--- src/rtl/pim_dispatch_pkg.sv ---
package pim_dispatch_pkg;
  typedef enum logic [3:0] {
    OP_WR_ONE   = 4'd0,
    OP_WR_ALL   = 4'd1,
    OP_WR_GBUF  = 4'd2,
    OP_WR_BIAS  = 4'd3,
    OP_RD_MACC  = 4'd4,
    OP_RD_ACTV  = 4'd5,
    OP_RD_ONE   = 4'd6,
    OP_CP_BK_GB = 4'd7,
    OP_CP_GB_BK = 4'd8,
    OP_MAC_ONE  = 4'd9,
    OP_MAC_ALL  = 4'd10,
    OP_ACT_FN   = 4'd11,
    OP_EW_MUL   = 4'd12,
    OP_EW_ADD   = 4'd13,
    OP_BARRIER  = 4'd14,
    OP_END      = 4'd15
  } op_e;

  typedef enum logic [1:0] {ST_IDLE, ST_RUN, ST_WAIT, ST_DONE} st_e;
endpackage

--- src/rtl/pim_op_decode.sv ---
module pim_op_decode
  import pim_dispatch_pkg::*;
(
  input  logic [3:0] op_i,
  output logic       sized_o,
  output logic       block_o,
  output logic       emits_o,
  output logic       allbank_o,
  output logic       end_o
);
  op_e op;
  assign op = op_e'(op_i);

  always_comb begin
    sized_o = 1'b0;
    block_o = 1'b0;
    emits_o = 1'b1;
    unique case (op)
      OP_WR_GBUF, OP_CP_BK_GB, OP_CP_GB_BK, OP_MAC_ONE,
      OP_MAC_ALL, OP_EW_MUL, OP_EW_ADD:  sized_o = 1'b1;
      OP_RD_MACC, OP_RD_ACTV:            block_o = 1'b1;
      OP_BARRIER, OP_END: begin
        block_o = 1'b1;
        emits_o = 1'b0;
      end
      default: ;
    endcase
  end

  assign allbank_o = (op == OP_WR_ALL);
  assign end_o     = (op == OP_END);
endmodule

--- src/rtl/pim_chan_pick.sv ---
module pim_chan_pick #(
  parameter int NCH = 32,
  localparam int CHW = $clog2(NCH)
) (
  input  logic [NCH-1:0] mask_i,
  output logic           any_o,
  output logic           single_o,  // at most one bit set
  output logic [CHW-1:0] idx_o,
  output logic [NCH-1:0] rest_o
);
  assign any_o    = |mask_i;
  assign rest_o   = mask_i & (mask_i - NCH'(1));
  assign single_o = ~|rest_o;

  always_comb begin
    idx_o = '0;
    for (int i = NCH - 1; i >= 0; i--) begin
      if (mask_i[i]) idx_o = CHW'(i);
    end
  end
endmodule

--- src/rtl/pim_beat_ctr.sv ---
module pim_beat_ctr #(
  parameter int CNTW = 5
) (
  input  logic            clk_i,
  input  logic            rst_ni,
  input  logic            load_i,
  input  logic [CNTW-1:0] cnt_i,    // beats per channel, >= 1
  input  logic            step_i,
  output logic [CNTW-1:0] beat_o,
  output logic            last_o
);
  logic [CNTW-1:0] lim_q;

  always_ff @(posedge clk_i or negedge rst_ni) begin
    if (!rst_ni) begin
      beat_o <= '0;
      lim_q  <= '0;
    end else if (load_i) begin
      beat_o <= '0;
      lim_q  <= cnt_i - CNTW'(1);
    end else if (step_i) begin
      beat_o <= last_o ? '0 : beat_o + CNTW'(1);
    end
  end

  assign last_o = (beat_o == lim_q);
endmodule

--- src/rtl/pim_dispatch.sv ---
module pim_dispatch
  import pim_dispatch_pkg::*;
#(
  parameter int NCH   = 32,
  parameter int BANKW = 4,
  parameter int ROWW  = 14,
  parameter int COLW  = 6,
  parameter int OPSW  = 4,
  parameter int GPRW  = 3,
  localparam int CHW  = $clog2(NCH),
  localparam int CNTW = OPSW + 1
) (
  input  logic             clk_i,
  input  logic             rst_ni,
  input  logic             in_valid_i,
  output logic             in_ready_o,
  input  logic [3:0]       in_op_i,
  input  logic [NCH-1:0]   in_mask_i,
  input  logic [OPSW-1:0]  in_opsize_i,
  input  logic [BANKW-1:0] in_bank_i,
  input  logic [ROWW-1:0]  in_row_i,
  input  logic [COLW-1:0]  in_col_i,
  input  logic [GPRW-1:0]  in_gpr_i,
  output logic             req_valid_o,
  input  logic             req_ready_i,
  output logic [CHW-1:0]   req_chan_o,
  output logic [BANKW-1:0] req_bank_o,
  output logic [ROWW-1:0]  req_row_o,
  output logic [COLW-1:0]  req_col_o,
  output logic [3:0]       req_op_o,
  output logic [GPRW-1:0]  req_gpr_o,
  output logic             req_last_o,
  input  logic             cmpl_i,
  output logic             err_o,
  output logic             done_o
);
  st_e st_q;

  logic [NCH-1:0]   mask_q;
  logic [3:0]       op_q;
  logic [BANKW-1:0] bank_q;
  logic [ROWW-1:0]  row_q;
  logic [COLW-1:0]  col_q;
  logic [GPRW-1:0]  gpr_q;
  logic             err_q;

  // incoming instruction
  logic in_sized, in_block, in_emits, in_allbank, in_end;
  logic in_any, in_single;
  logic [CHW-1:0] in_idx_unused;
  logic [NCH-1:0] in_rest_unused;

  pim_op_decode u_dec_in (
    .op_i(in_op_i), .sized_o(in_sized), .block_o(in_block),
    .emits_o(in_emits), .allbank_o(in_allbank), .end_o(in_end)
  );

  pim_chan_pick #(.NCH(NCH)) u_pick_in (
    .mask_i(in_mask_i), .any_o(in_any), .single_o(in_single),
    .idx_o(in_idx_unused), .rest_o(in_rest_unused)
  );

  // held instruction
  logic q_sized, q_block, q_emits, q_allbank, q_end;
  logic cur_any, cur_single;
  logic [CHW-1:0] cur_idx;
  logic [NCH-1:0] cur_rest;

  pim_op_decode u_dec_q (
    .op_i(op_q), .sized_o(q_sized), .block_o(q_block),
    .emits_o(q_emits), .allbank_o(q_allbank), .end_o(q_end)
  );

  pim_chan_pick #(.NCH(NCH)) u_pick_cur (
    .mask_i(mask_q), .any_o(cur_any), .single_o(cur_single),
    .idx_o(cur_idx), .rest_o(cur_rest)
  );

  logic accept, bad_mask, fire;
  logic [CNTW-1:0] beats;
  logic [CNTW-1:0] beat;
  logic            beat_last;

  assign accept   = in_valid_i && in_ready_o;
  assign bad_mask = in_allbank && !(in_any && in_single);
  assign fire     = req_valid_o && req_ready_i;
  assign beats    = in_sized ? ({1'b0, in_opsize_i} + CNTW'(1)) : CNTW'(1);

  pim_beat_ctr #(.CNTW(CNTW)) u_beat (
    .clk_i(clk_i), .rst_ni(rst_ni),
    .load_i(accept), .cnt_i(beats), .step_i(fire),
    .beat_o(beat), .last_o(beat_last)
  );

  always_ff @(posedge clk_i or negedge rst_ni) begin
    if (!rst_ni) begin
      st_q   <= ST_IDLE;
      mask_q <= '0;
      op_q   <= '0;
      bank_q <= '0;
      row_q  <= '0;
      col_q  <= '0;
      gpr_q  <= '0;
      err_q  <= 1'b0;
    end else begin
      unique case (st_q)
        ST_IDLE: if (accept) begin
          if (bad_mask) begin
            err_q <= 1'b1;
          end else begin
            mask_q <= in_mask_i;
            op_q   <= in_op_i;
            bank_q <= in_bank_i;
            row_q  <= in_row_i;
            col_q  <= in_col_i;
            gpr_q  <= in_gpr_i;
            if (in_emits && in_any) st_q <= ST_RUN;
            else if (in_block)      st_q <= ST_WAIT;
          end
        end
        ST_RUN: if (fire && beat_last) begin
          mask_q <= cur_rest;
          if (cur_single) st_q <= q_block ? ST_WAIT : ST_IDLE;
        end
        ST_WAIT: if (cmpl_i) st_q <= q_end ? ST_DONE : ST_IDLE;
        default: ;
      endcase
    end
  end

  logic [COLW+CNTW-1:0] col_sum;
  assign col_sum = {{CNTW{1'b0}}, col_q} + {{COLW{1'b0}}, beat};

  assign in_ready_o  = (st_q == ST_IDLE);
  assign req_valid_o = (st_q == ST_RUN);
  assign req_chan_o  = cur_idx;
  assign req_bank_o  = bank_q;
  assign req_row_o   = row_q;
  assign req_col_o   = col_sum[COLW-1:0];
  assign req_op_o    = op_q;
  assign req_gpr_o   = gpr_q;
  assign req_last_o  = beat_last && cur_single;
  assign err_o       = err_q;
  assign done_o      = (st_q == ST_DONE);

  logic unused_q;
  assign unused_q = q_sized ^ q_emits ^ q_allbank ^ cur_any ^ in_end
                  ^ (|in_idx_unused) ^ (|in_rest_unused);
endmodule

--- config.mk ---
export PLATFORM = sky130hd
export DESIGN_NAME = pim_dispatch
export DESIGN_NICKNAME = d
export VERILOG_FILES = /design/src/rtl/pim_dispatch_pkg.sv /design/src/rtl/pim_op_decode.sv /design/src/rtl/pim_chan_pick.sv /design/src/rtl/pim_beat_ctr.sv /design/src/rtl/pim_dispatch.sv
export SDC_FILE = /design/constraint.sdc
export NUM_CORES = 1
export LEC_CHECK = 0
export ABC_AREA = 1
export BUFFER_PORTS_ARGS = -buffer_cell sky130_fd_sc_hd__clkbuf_2
export CAP_MARGIN = 20
export CORE_MARGIN = 2
export CORE_UTILIZATION = 53
export CTS_CLUSTER_SIZE = 16
export DETAILED_ROUTE_END_ITERATION = 8
export HOLD_SLACK_MARGIN = 0.12
export PLACE_DENSITY = 0.78
export SETUP_SLACK_MARGIN = 0.3
export SYNTH_ARGS = -nofsm -noshare
export SYNTH_HDL_FRONTEND = slang
export SYNTH_SLANG_ARGS = --single-unit
--- constraint.sdc ---
create_clock -name clk_i -period 6.6 [get_ports clk_i]
set_clock_uncertainty 0.05 [all_clocks]
set_input_delay 0.33 -clock clk_i [delete_from_list [all_inputs] [get_ports clk_i]]
set_output_delay 0.33 -clock clk_i [all_outputs]
set_load 0.01 [all_outputs]
# == Word-level counts from Yosys, hierarchy flattened ==
# Index checks and enable logic that the tools add are counted.
# word_totals
regBits,76
inputBits,72
out_inout_bits,41
word_cells,124
# op_classes
add_sub_neg,6
n_eq_ne,26
n_mux,54
bitwise,3
reduce_logical,25
# ops
cell,count
$mux 5,36
$mux 32,3
$reduce_or 32->1,3
$and 32x32->32,2
$pmux 32 s2,1
$sub 32x1->32 const B,2
$eq 4x4->1 const B,9
$eq 4x3->1 const B,5
$mux 2,9
$reduce_or 4->1,2
$logic_and 1x1->1,7
$reduce_and 7->1,1
$reduce_or 7->1,1
$add 6x5->6,1
$ne 2x2->1 const B,3
$pmux 2 s3,1
$reduce_and 3->1,2
$add 4x1->5 const B,1
$add 5x1->5 const B,1
$eq 5x5->1,1
$sub 5x1->5 const B,1
$eq 2x2->1 const B,2
$eq 4x1->1 const B,1
$eq 4x2->1 const B,1
11 further kinds,18

# == Depth between registers and ports, before layout ==
# Gate-level depths: netlist of run 1.
# depth
depth_word,32
mapped_depth,31
mapped_depth_nobuf,31

# == Cells and area by module ==
# From an unflattened synthesis of run 1, not the netlist that was laid out.
# hier_totals
cells_unflattened,968
hier_area_um2,6043.3
# by_module_without_submodules
module,instances,cells_per_inst,area_each_um2,seq_area_each_um2
pim_dispatch,1,473,3498.4,1651.6
pim_chan_pick,2,194,914.6,0.0
pim_beat_ctr,1,75,573.0,250.2
pim_op_decode,2,16,71.3,0.0

# == Worst setup path before layout of run 1 ==
# Ideal clock, no wire load.
# synth_timing
kind,register -> register
start,reg mask_q[0]
end,reg st_q[1]
setup_time_ns,0.117
arrival_time_ns,2.403
required_ns,6.433
path_slack_ns,4.029
stages_incl_launch_ff,23
n_path_buf,0
synth_period_minus_slack_ns,2.571
cell_sequence,dfrtp_1 > nor2_2 > inv_2 > nor2_2 > inv_2 > nor2_2 > nand2_1 > nor2_1 > nand2_1 > nor2_2 > inv_1 > nor2_2 > nand2_1 > o31ai_2 > nand2_1 > nor3_1 > nand4_1 > o21ai_1 > nand2_1 > a21oi_2 > nand2_1 > nand2_1 > nand2_1
# synth_via
elab_chain_len,5
# synth_rtl
element,line,text
"start, declared",pim_dispatch.sv:39,logic [NCH-1:0] mask_q;
"start signal, assigned",pim_dispatch.sv:111,mask_q <= in_mask_i;
"start signal, assigned",pim_dispatch.sv:122,mask_q <= cur_rest;
$sub 32x1->32,pim_chan_pick.sv:12,assign rest_o = mask_i & (mask_i - NCH'(1));
$and 32x32->32 *,pim_chan_pick.sv:12,
$reduce_or 32->1 *,pim_chan_pick.sv:13,assign single_o = ~|rest_o;
$ne 2x2->1 (no source line) *,-,
$reduce_and 7->1 (no source line) *,-,
"end signal, assigned",pim_dispatch.sv:123,if (cur_single) st_q <= q_block ? ST_WAIT : ST_IDLE;
"end signal, assigned",pim_dispatch.sv:125,ST_WAIT: if (cmpl_i) st_q <= q_end ? ST_DONE : ST_IDLE;
"end, declared",pim_dispatch.sv:37,st_e st_q;
# Every way passes the cells marked *; elsewhere a longest branch is shown, timed or not.
# A chain may end at the register's enable or synchronous reset.

# == Worst setup path after layout of run 1 ==
# layout_timing
start,in in_mask_i[1]
end,"reg op_q[3], in the netlist req_op_o[3]"
# layout_via
elab_chain_len,9
word_cells_on_any_way,10
classes_between,add/sub (1); bitwise (2); reduce/logical (7)
# layout_rtl
element,line,text
"start, declared",pim_dispatch.sv:18,"input logic [NCH-1:0] in_mask_i,"
$sub 32x1->32,pim_chan_pick.sv:12,
$and 32x32->32,pim_chan_pick.sv:12,
$reduce_or 32->1,pim_chan_pick.sv:13,
$logic_not 1->1,pim_chan_pick.sv:13,
$logic_and 1x1->1 *,pim_dispatch.sv:85,assign bad_mask = in_allbank && !(in_any && in_single);
$logic_not 1->1 *,pim_dispatch.sv:85,
$logic_and 1x1->1 *,pim_dispatch.sv:85,
$not 1->1 (no source line) *,-,
$reduce_and 3->1 (no source line) *,-,
"end signal, assigned",pim_dispatch.sv:112,op_q <= in_op_i;
"end, declared",pim_dispatch.sv:40,logic [3:0] op_q;
# Marked as above.

==> results_dict.tcl, run 1 <==
set metrics [dict create \
    max_freq_mhz 267 \
    firstDrtPassIters 6 \
    final_cell_mix "nand2_1 (272), clkbuf_2 (111), inv_1 (91)" \
    worstPathRequired_ns 6.82 \
    drt_iter0_drc 361 \
    grt_usage_pct 25.9 \
    static-leakage-power_uw 0.00333 \
    clock-sinks 76 \
    grt_start_max_net_pins 77 \
    async_reset_ff_share_pct 100 \
    fin_cells 1038 \
    slew_headroom_pct 33.9 \
    layout-drive-gt1-share_pct 17.6 \
    routed_via_density 5.25 \
    max_slew.worst_pin.slew_ns 0.991 \
    dpl_cell_area_um2 5880 \
    fin_setup_tns_ns 0 \
    cts_buffer_depth 2 \
    maxCapViolCount 0 \
    clkSlewWorstSetupHoldPaths_ns 0.09 \
    synth_cells 800 \
    multi_input_area_um2 2870 \
    ys_seq_area_share_pct 35.9 \
    ir_worst_vdd_v 0.000229 \
    layout_commonest_cell "nand2_1" \
    syn_area_um2 5300 \
    port_buffers 112 \
    nets 985 \
    n_antenna_cell 0 \
    wire_per_inst_um 13.5 \
    setup-violations-final 0 \
    endpoint_kind "flip-flop" \
    postRouteAntennaNets 0 \
    insertion_delay_ns 0.36 \
    ys.flop_type "dfrtp_1" \
    gp_congestion 0.908 \
    synth_warnings 0 \
    fill_cells 934 \
    synth_fp_nets 885 \
    fin_area_um2 6120 \
    arrival_ns 3.97 \
    drc 0 \
    area_growth_pct 15.3 \
    cts-root-buf "clkbuf_8" \
    wl_um 14000 \
    status "completed" \
    num_rows 36 \
    start_util_pct 54.5 \
    grt_remaining_overflow 0 \
    min_period_ns 3.75 \
    cts_setup_buffers 0 \
    path_class "input pin to flip-flop" \
    cts_inserted_buffers 9 \
    antenna_found_initial 0 \
    synthDistinctLibCells 44 \
    timing.final.max_slew_violations 0 \
    synth.area.top_cells "dfrtp_1 (36%), nand2_1 (19%), nand3_1 (7.1%)" \
    hpwl_um 10400 \
    yosys.area.top_type "dfrtp_1" \
    report.final.hold_viol_count 0 \
    cts_resized 0 \
    rsz0062_at_grt "no" \
    place_inst 1021 \
    htreeDepth 3 \
    fp.dieW_um 104 \
    avgSynthCellArea_um2 6.63 \
    seq_area_um2 1900 \
    synth_top_area_share_pct 35.9 \
    dieArea_um2 10800 \
    grt_pass1_vias 4938 \
    vias 5445 \
    cp_max_fo 35 \
    core_area_um2 9730 \
    start_kind "input pin" \
    synth_seq_cells 76 \
    hold_class "input pin to flip-flop" \
    grt_pass1_wl_um 23000 \
    power_density_nw_per_um2 435 \
    min_period_over_period_pct 56.8 \
    synth_edf_count 0 \
    die_h_um 104 \
    cts_tree "done" \
    io_pins 113 \
]
[stage by stage]
stage / worst slack, ns / hold WS [ns] / util, % / total power, uW
finish: 2.85 / 0.139 / 62.9 / 2660
global route: 2.34 / 0.142 / 62.9 / 2900
CTS: 2.89 / 0.133 / 62.9 / 2660
detailed placement: 2.52 / 0.408 / 60.5 / 2240
global placement: 2.63 / 0.404 / 60.5 / 2210
floorplan: 4.03 / -0.0156 / - / 1850
[Yosys cell counts (2+ instances only)]
library cell and n:
o2111ai_1 2, inv_2 6, xnor2_1 5, o22ai_1 3
dfrtp_1 76, inv_1 91, a31oi_1 2, buf_6 7
nor3_2 3, buf_2 5, o21ai_0 56, buf_4 3
nand3_1 75, nand2_2 2, o21ai_1 7, clkbuf_1 10
o21a_1 2, nor3_1 11, o211ai_1 3, a21oi_1 23
nand2_1 272, xor2_1 3, o31ai_1 4, nor4_2 2
nor2_2 10, nor2_1 73, nand4_1 15, or4_1 2
ha_1 12
[layout make-up]
class	count	area share, %
Sequential cell	76	31.1
Clock buffer	10	2.09
Tap cell	133	2.72
Timing Repair Buffer	115	9.62
Multi-Input combinational cell	601	47.0
Inverter	97	5.95
Clock inverter	6	1.55
[worst max-delay path, stage by stage]
cell and delay [ns]:
clkbuf_2 0.11, nor3_2 0.20, nand2_1 0.14, nor2_1 0.15
nand4_1 0.14, nor2_2 0.16, nand4_2 0.13, inv_2 0.12
nand2_2 0.08, o21ai_1 0.17, o211ai_1 0.13, nor3_2 0.11
nand4_1 0.09, nor2_1 0.09, nand4_1 0.13, nand2_1 0.72
nand2_2 0.63, o21ai_0 0.32
[repair_timing]
item	in CTS	in global routing
endpoints found under the setup margin	0	0
hold buffers	1	0
endpoints found under the hold margin	25	0
[worst paths after layout]
| path | start | endpoint | slack (ns) | cells past startpoint |
|---|---|---|---|---|
| worst max-delay path | in_mask_i[1] | req_op_o[3]$_DFFE_PN0P_ | 2.85 | 18 |
| worst min-delay path | in_bank_i[2] | req_bank_o[2]$_DFFE_PN0P_ | 0.14 | 3 |
| worst max register to register | mask_q[5]$_DFFE_PN0P_ | st_q[1]$_DFFE_PN0P_ | 3.48 | 20 |
| worst min register to register | req_bank_o[2]$_DFFE_PN0P_ | req_bank_o[2]$_DFFE_PN0P_ | 0.43 | 2 |
| max in group asynchronous | rst_ni | mask_q[20]$_DFFE_PN0P_ | 5.23 | 2 |
| min in group asynchronous | rst_ni | mask_q[15]$_DFFE_PN0P_ | 0.58 | 2 |
[cell families after synthesis]
family / count (synthesis) / share of synthesized area, %
flip-flops: 76 / 35.9
AO/OA/AOI/OAI: 108 / 11.3
XOR/XNOR: 8 / 1.32
buffers and inverters: 123 / 10.0
AND/OR/NAND/NOR: 471 / 38.1
adder cells (fa/ha/maj): 14 / 3.42
[power by group]
part	internal, uW	switching (uW)
clock network	217	198
logic	482	900
registers	674	190
[state kept, by name, indices dropped and copies added, names as in the netlist]
register       cells
mask_q            32
req_row_o         14
col_q              6
u_beat.beat_o      5
u_beat.lim_q       5
req_bank_o         4
req_op_o           4
req_gpr_o          3
st_q               2
err_o              1
[routing by layer]
layer / vias up / wire length, um / global-route usage [%]
li1: 2776 / - / -
met1: 2480 / 6360 / 35.2
met2: 172 / 6460 / 42.1
met3: 17 / 978 / 5.01
met4: 0 / 197 / 7.92
met5: - / 0 / 0
Power figures use the tool's default switching activity.
==> inputs of run 2 (changes only) <==
==> constraint.sdc (replaced) <==
create_clock -name clk_i -period 3.5 [get_ports clk_i]
set_clock_uncertainty 0.05 [all_clocks]
set_input_delay 0.175 -clock clk_i [delete_from_list [all_inputs] [get_ports clk_i]]
set_output_delay 0.175 -clock clk_i [all_outputs]
set_load 0.01 [all_outputs]
==> run 2 against run 1 <==
Total power increased by 91%. Critical path depth did not move. Clock power is 64% higher. Critical endpoint is now req_last_o. Non-clock buffer count increased by 43. Hold slack lost 0.0039 ns. Combinational power up 99%. Global-route usage is 1.9 points higher. Sequential cell count stayed put. Via count rose by 4.8%. Register-to-register slack lost 3.0 ns. Wire length rose by 7.4%.
==> results_dict.tcl, run 2 (synthesis gave the netlist of run 1 again) <==
set metrics [dict create \
    area_growth_pct 23.5 \
    cts_buffer_depth 2 \
    grt_remaining_overflow 0 \
    cts_inserted_buffers 9 \
    power_switching_uw 2540 \
    min_period_ns 3.17 \
    max_freq_mhz 315 \
    dieArea_um2 10800 \
    fill_cells 883 \
    grt_pass1_vias 5214 \
    nets 1028 \
    cp_num_buf_inv 4 \
    hold_class "input pin to flip-flop" \
    drt_iter0_drc 439 \
    fp.dieW_um 104 \
    cpMaxStageDelayCell "dfrtp_2" \
    report.final.hold_viol_count 0 \
    maxCapViolCount 0 \
    hpwl_um 10300 \
    crit_top_cell "nor2_4" \
    vias 5704 \
    status "completed" \
    drc 0 \
    final_util_pct 67.3 \
    die_h_um 104 \
    p_int_uw 2530 \
    slew_headroom_pct 33.2 \
    port_buffers 112 \
    n_antenna_cell 0 \
    clkSlewWorstSetupHoldPaths_ns 0.09 \
    max_slew.worst_pin.slew_ns 1.00 \
    endpoint_kind "primary output" \
    layout-drive-gt1-share_pct 18.9 \
    grt_usage_pct 27.9 \
    wl_um 15000 \
    largest_reg_flops 32 \
    insertion_delay_ns 0.36 \
    start_kind "flip-flop" \
    arrival_ns 2.95 \
    cp_max_fo 4 \
    regMostFlops "mask_q" \
    num_rows 36 \
    static-leakage-power_uw 0.00350 \
    core_area_um2 9730 \
    final_cell_mix "nand2_1 (270), clkbuf_2 (110), inv_1 (89)" \
    path_cells "nor2_4, inv_2, nor2_4, inv_2, nor2_4, nand2_2, nor2_1, nand2_1, nor2_2, inv_2, nor2_4, nand2_2, o31ai_4, nand2_1, nor3_2, nand4_1, nor2_1, buf_2" \
    p_comb_share_pct 54.3 \
    antenna_found_initial 0 \
    clock-sinks 76 \
    crit_family "simple AND/OR/NAND/NOR gates" \
    grt_pass1_wl_um 24900 \
    htreeDepth 3 \
    layout_commonest_cell "nand2_1" \
    io_pins 113 \
    grt_start_max_net_pins 77 \
    start_util_pct 54.5 \
    slowest_delay_ns 0.45 \
    swShare_pct 50.0 \
    firstDrtPassIters 5 \
    cts_tree "done" \
    wire_per_inst_um 13.9 \
    seqPwrFrac_pct 32.3 \
    holdCritStartpoint "in_mask_i[10]" \
    path_class "flip-flop to primary output" \
    fin_setup_tns_ns 0 \
    ir_worst_vdd_v 0.000437 \
    clkPwrFrac_pct 13.4 \
    setup-violations-final 0 \
    routed_via_density 5.28 \
    timing.final.max_slew_violations 0 \
    cts-root-buf "clkbuf_8" \
    worstPathRequired_ns 3.27 \
    power_density_nw_per_um2 775 \
    total_power_uw 5070 \
    multi_input_area_um2 2930 \
    r2r_start "mask_q[1]$_DFFE_PN0P_" \
    min_period_over_period_pct 90.6 \
    seq_area_um2 1900 \
    startpoint "mask_q[1]$_DFFE_PN0P_" \
    rsz0062_at_grt "yes" \
    postRouteAntennaNets 0 \
    gp_congestion 0.896 \
]
run 2: cell count changes in the layout (fill, tap and decap cells not counted), moves of 2 or more:
cell           previous run  this run
inv_2                     6         8
nand2_1                 272       270
dlygate4sd3_1             1        34
nor2_1                   73        71
bufinv_16                 2         0
nand2_2                   2         4
nor2_2                   10         7
nor2_4                    0         5
buf_4                     3        13
inv_1                    91        89
run 2: repair_timing:
action	4_1_cts	5_1_grt
pin swaps	1	9
setup buffers	0	4
hold endpoints to repair	109	0
setup endpoints to repair	1	3
hold buffers	34	0
resized for setup	1	15
run 2: through the flow:
step / std cells / setup slack [ns] / hold slack, ns / instance area [um^2]
global placement: 1027 / 0.412 / 0.349 / 5930
global route: 1081 / 0.0947 / 0.173 / 6550
floorplan: 800 / 0.929 / -0.171 / 5300
CTS: 1077 / 0.321 / 0.134 / 6470
finish: 1081 / 0.328 / 0.135 / 6550
detailed placement: 1027 / 0.410 / 0.355 / 5930
run 2: metal layers:
metal  global-route usage (%)  vias up  share of wire, %
li1                         -     2862                 -
met1                     36.8     2601                43
met2                     45.3      211                47
met3                     5.33       30               7.6
met4                     10.8        0               2.6
met5                        0        -                 0
run 2: power groups by stage:
| stage | clock network, uW | logic, uW | registers (uW) |
|---|---|---|---|
| floorplan | 0 | 1870 | 1620 |
| global placement | 0 | 2570 | 1630 |
| detailed placement | 0 | 2620 | 1630 |
| CTS | 689 | 2670 | 1620 |
| global route | 725 | 3140 | 1690 |
| finish | 682 | 2750 | 1640 |
run 2: path summary, 6_finish.rpt:
check,to,slack (ns),depth (start not counted)
min,mask_q[10]$_DFFE_PN0P_,0.13,5
max reg2reg,st_q[1]$_DFFE_PN0P_,0.44,22
max,req_last_o,0.33,18
max in group asynchronous,mask_q[1]$_DFFE_PN0P_,2.24,2
min reg2reg,req_row_o[9]$_DFFE_PN0P_,0.43,2
min in group asynchronous,mask_q[13]$_DFFE_PN0P_,0.44,2
run 2: worst min-delay path: stages:
cell and delay [ns]:
clkbuf_2 0.10, nand2_1 0.05, o21ai_0 0.06, nand3_1 0.07, nand2_1 0.06
run 2: final cells by class:
class / instances / area share [%]
sequential: 76 / 29.1
multi-input combinational: 601 / 44.7
inverter: 97 / 5.56
clock buffer: 9 / 1.89
tap: 133 / 2.54
clock inverter: 7 / 1.07
timing repair buffer: 158 / 15.2
==> inputs of run 3 (changes only) <==
--- a/config.mk
+++ b/config.mk
@@ -8,12 +8,14 @@
 export ABC_AREA = 1
 export BUFFER_PORTS_ARGS = -buffer_cell sky130_fd_sc_hd__clkbuf_2
 export CAP_MARGIN = 20
-export CORE_MARGIN = 2
-export CORE_UTILIZATION = 53
+export CELL_PAD_IN_SITES_DETAIL_PLACEMENT = 2
+export CELL_PAD_IN_SITES_GLOBAL_PLACEMENT = 2
+export CORE_MARGIN = 4
+export CORE_UTILIZATION = 30
 export CTS_CLUSTER_SIZE = 16
 export DETAILED_ROUTE_END_ITERATION = 8
 export HOLD_SLACK_MARGIN = 0.12
-export PLACE_DENSITY = 0.78
+export PLACE_DENSITY_LB_ADDON = 0.1
 export SETUP_SLACK_MARGIN = 0.3
 export SYNTH_ARGS = -nofsm -noshare
 export SYNTH_HDL_FRONTEND = slang
==> run 3 against run 2 <==
Register-to-register slack got worse by 0.06 ns. Sequential share of layout area shrank 1.2 points. Core utilization is 28 points lower. Clock power up 42%. Sequential cell count unchanged. Maximum frequency is 0.36% higher. Hold slack improved by 0.025 ns. Critical path depth unchanged. Critical endpoint unchanged.
==> results_dict.tcl, run 3 (synthesis gave the netlist of run 1 again) <==
set metrics [dict create \
    power_density_nw_per_um2 838 \
    cpMaxStageDelayCell "dfrtp_1" \
    wl_um 22600 \
    layout-drive-gt1-share_pct 20.0 \
    timing.final.max_slew_violations 0 \
    arrival_ns 2.94 \
    start_util_pct 30.7 \
    status "completed" \
    port_buffers 112 \
    crit_family "simple AND/OR/NAND/NOR gates" \
    ir_worst_vdd_v 0.000388 \
    core_area_um2 17300 \
    gp_congestion 0.885 \
    cts-root-buf "clkbuf_16" \
    slowest_delay_ns 0.39 \
    layout_commonest_cell "nand2_1" \
    die_h_um 141 \
    htreeDepth 3 \
    insertion_delay_ns 0.36 \
    cts_tree "done" \
    cts_inserted_buffers 9 \
    slew_headroom_pct 39.7 \
    regMostFlops "mask_q" \
    antenna_found_initial 0 \
    grt_remaining_overflow 0 \
    path_class "flip-flop to primary output" \
    postRouteAntennaNets 0 \
    dieArea_um2 19900 \
    grt_pass1_vias 6764 \
    fin_area_um2 6830 \
    static-leakage-power_uw 0.00359 \
    drt_iter0_drc 173 \
    vias 5990 \
    clock-sinks 76 \
    grt_pass1_wl_um 36500 \
    clkSlewWorstSetupHoldPaths_ns 0.07 \
    n_antenna_cell 0 \
    start_kind "flip-flop" \
    grt_usage_pct 23.2 \
    largest_reg_flops 32 \
    fin_setup_tns_ns 0 \
    worstPathRequired_ns 3.27 \
    fp.dieW_um 141 \
    grt_start_max_net_pins 63 \
    maxCapViolCount 0 \
    wire_per_inst_um 19.2 \
    routed_via_density 5.08 \
    final_cell_mix "nand2_1 (269), clkbuf_2 (110), inv_1 (87)" \
    area_growth_pct 28.8 \
    min_period_over_period_pct 90.3 \
    cp_max_fo 4 \
    cts_buffer_depth 2 \
    max_freq_mhz 316 \
    report.final.hold_viol_count 0 \
    path_cells "nor2_2, inv_2, nor2_4, inv_2, nor2_4, nand2_2, nor2_1, nand2_1, nor2_2, inv_2, nor2_4, nand2_2, o31ai_4, nand2_1, nor3_2, nand4_1, nor2_2, clkbuf_2" \
    endpoint_kind "primary output" \
    min_period_ns 3.16 \
    setup-violations-final 0 \
    max_slew.worst_pin.slew_ns 0.905 \
    firstDrtPassIters 4 \
    dpl_cell_area_um2 6060 \
    num_rows 48 \
    hpwl_um 15900 \
    io_pins 113 \
    nets 1034 \
    rsz0062_at_grt "yes" \
    drc 0 \
    hold_class "input pin to flip-flop" \
    cp_num_buf_inv 4 \
]
[run 3: changes by cell type in the layout (fill, tap and decap cells not counted), sizes merged]
cell,change
dlygate4sd3,-1
buf,+7
inv,+3
clkinv,-3
[run 3: final cells by class]
class	instances	area, um^2
Timing Repair Buffer	164	1040
Clock buffer	9	225
Multi-Input combinational cell	601	2950
Clock inverter	7	65.1
Inverter	97	364
Fill cell	2109	10500
Sequential cell	76	1900
Tap cell	225	282
[run 3: final timing paths]
| kind | from | end | slack [ns] | cells past startpoint |
|---|---|---|---|---|
| max in group asynchronous | rst_ni | col_q[1]$_DFFE_PN0P_ | 2.16 | 3 |
| min reg2reg | req_bank_o[0]$_DFFE_PN0P_ | req_bank_o[0]$_DFFE_PN0P_ | 0.44 | 2 |
| max reg2reg | mask_q[0]$_DFFE_PN0P_ | st_q[0]$_DFFE_PN0P_ | 0.38 | 23 |
| max | mask_q[0]$_DFFE_PN0P_ | req_last_o | 0.34 | 18 |
| min in group asynchronous | rst_ni | mask_q[18]$_DFFE_PN0P_ | 0.44 | 2 |
| min | in_mask_i[15] | mask_q[15]$_DFFE_PN0P_ | 0.16 | 5 |
[run 3: tightest hold or removal path, stage by stage]
cell and delay (ns):
clkbuf_2 0.11, nand2_1 0.07, nand2_1 0.05, nand3_1 0.07, nand2_1 0.05
[run 3: report_power, final]
| group | switching (uW) | internal, uW | total [uW] |
|---|---|---|---|
| clock | 466 | 502 | 968 |
| sequential | 405 | 1270 | 1680 |
| combinational | 2050 | 1030 | 3080 |
[run 3: per-stage QoR]
stage	hold WS [ns]	worst slack (ns)	utilization, %	power (uW)	cells
global placement	0.304	0.393	35.0	4380	1121
global route	0.168	0.121	39.5	6260	1179
detailed placement	0.317	0.238	35.0	4550	1121
CTS	0.135	0.317	38.9	5640	1174
floorplan	-0.171	0.929	-	3490	800
finish	0.159	0.340	39.5	5720	1179
[run 3: timing repair]
item	4_1_cts	5_1_grt
buffers inserted	4	5
endpoints found under the setup margin	1	31
endpoints found under the hold margin	93	0
resized for setup	3	23
pin swaps	3	7
hold buffers	33	0
[run 3: per-layer routing]
metal | track usage [%] | up-vias | wire length (um)
met2 | 43.5 | 92 | 12100
met5 | 0 | - | 0
met1 | 26.8 | 3005 | 9270
met4 | 4.84 | 0 | 263
met3 | 5.46 | 17 | 936
li1 | - | 2876 | -
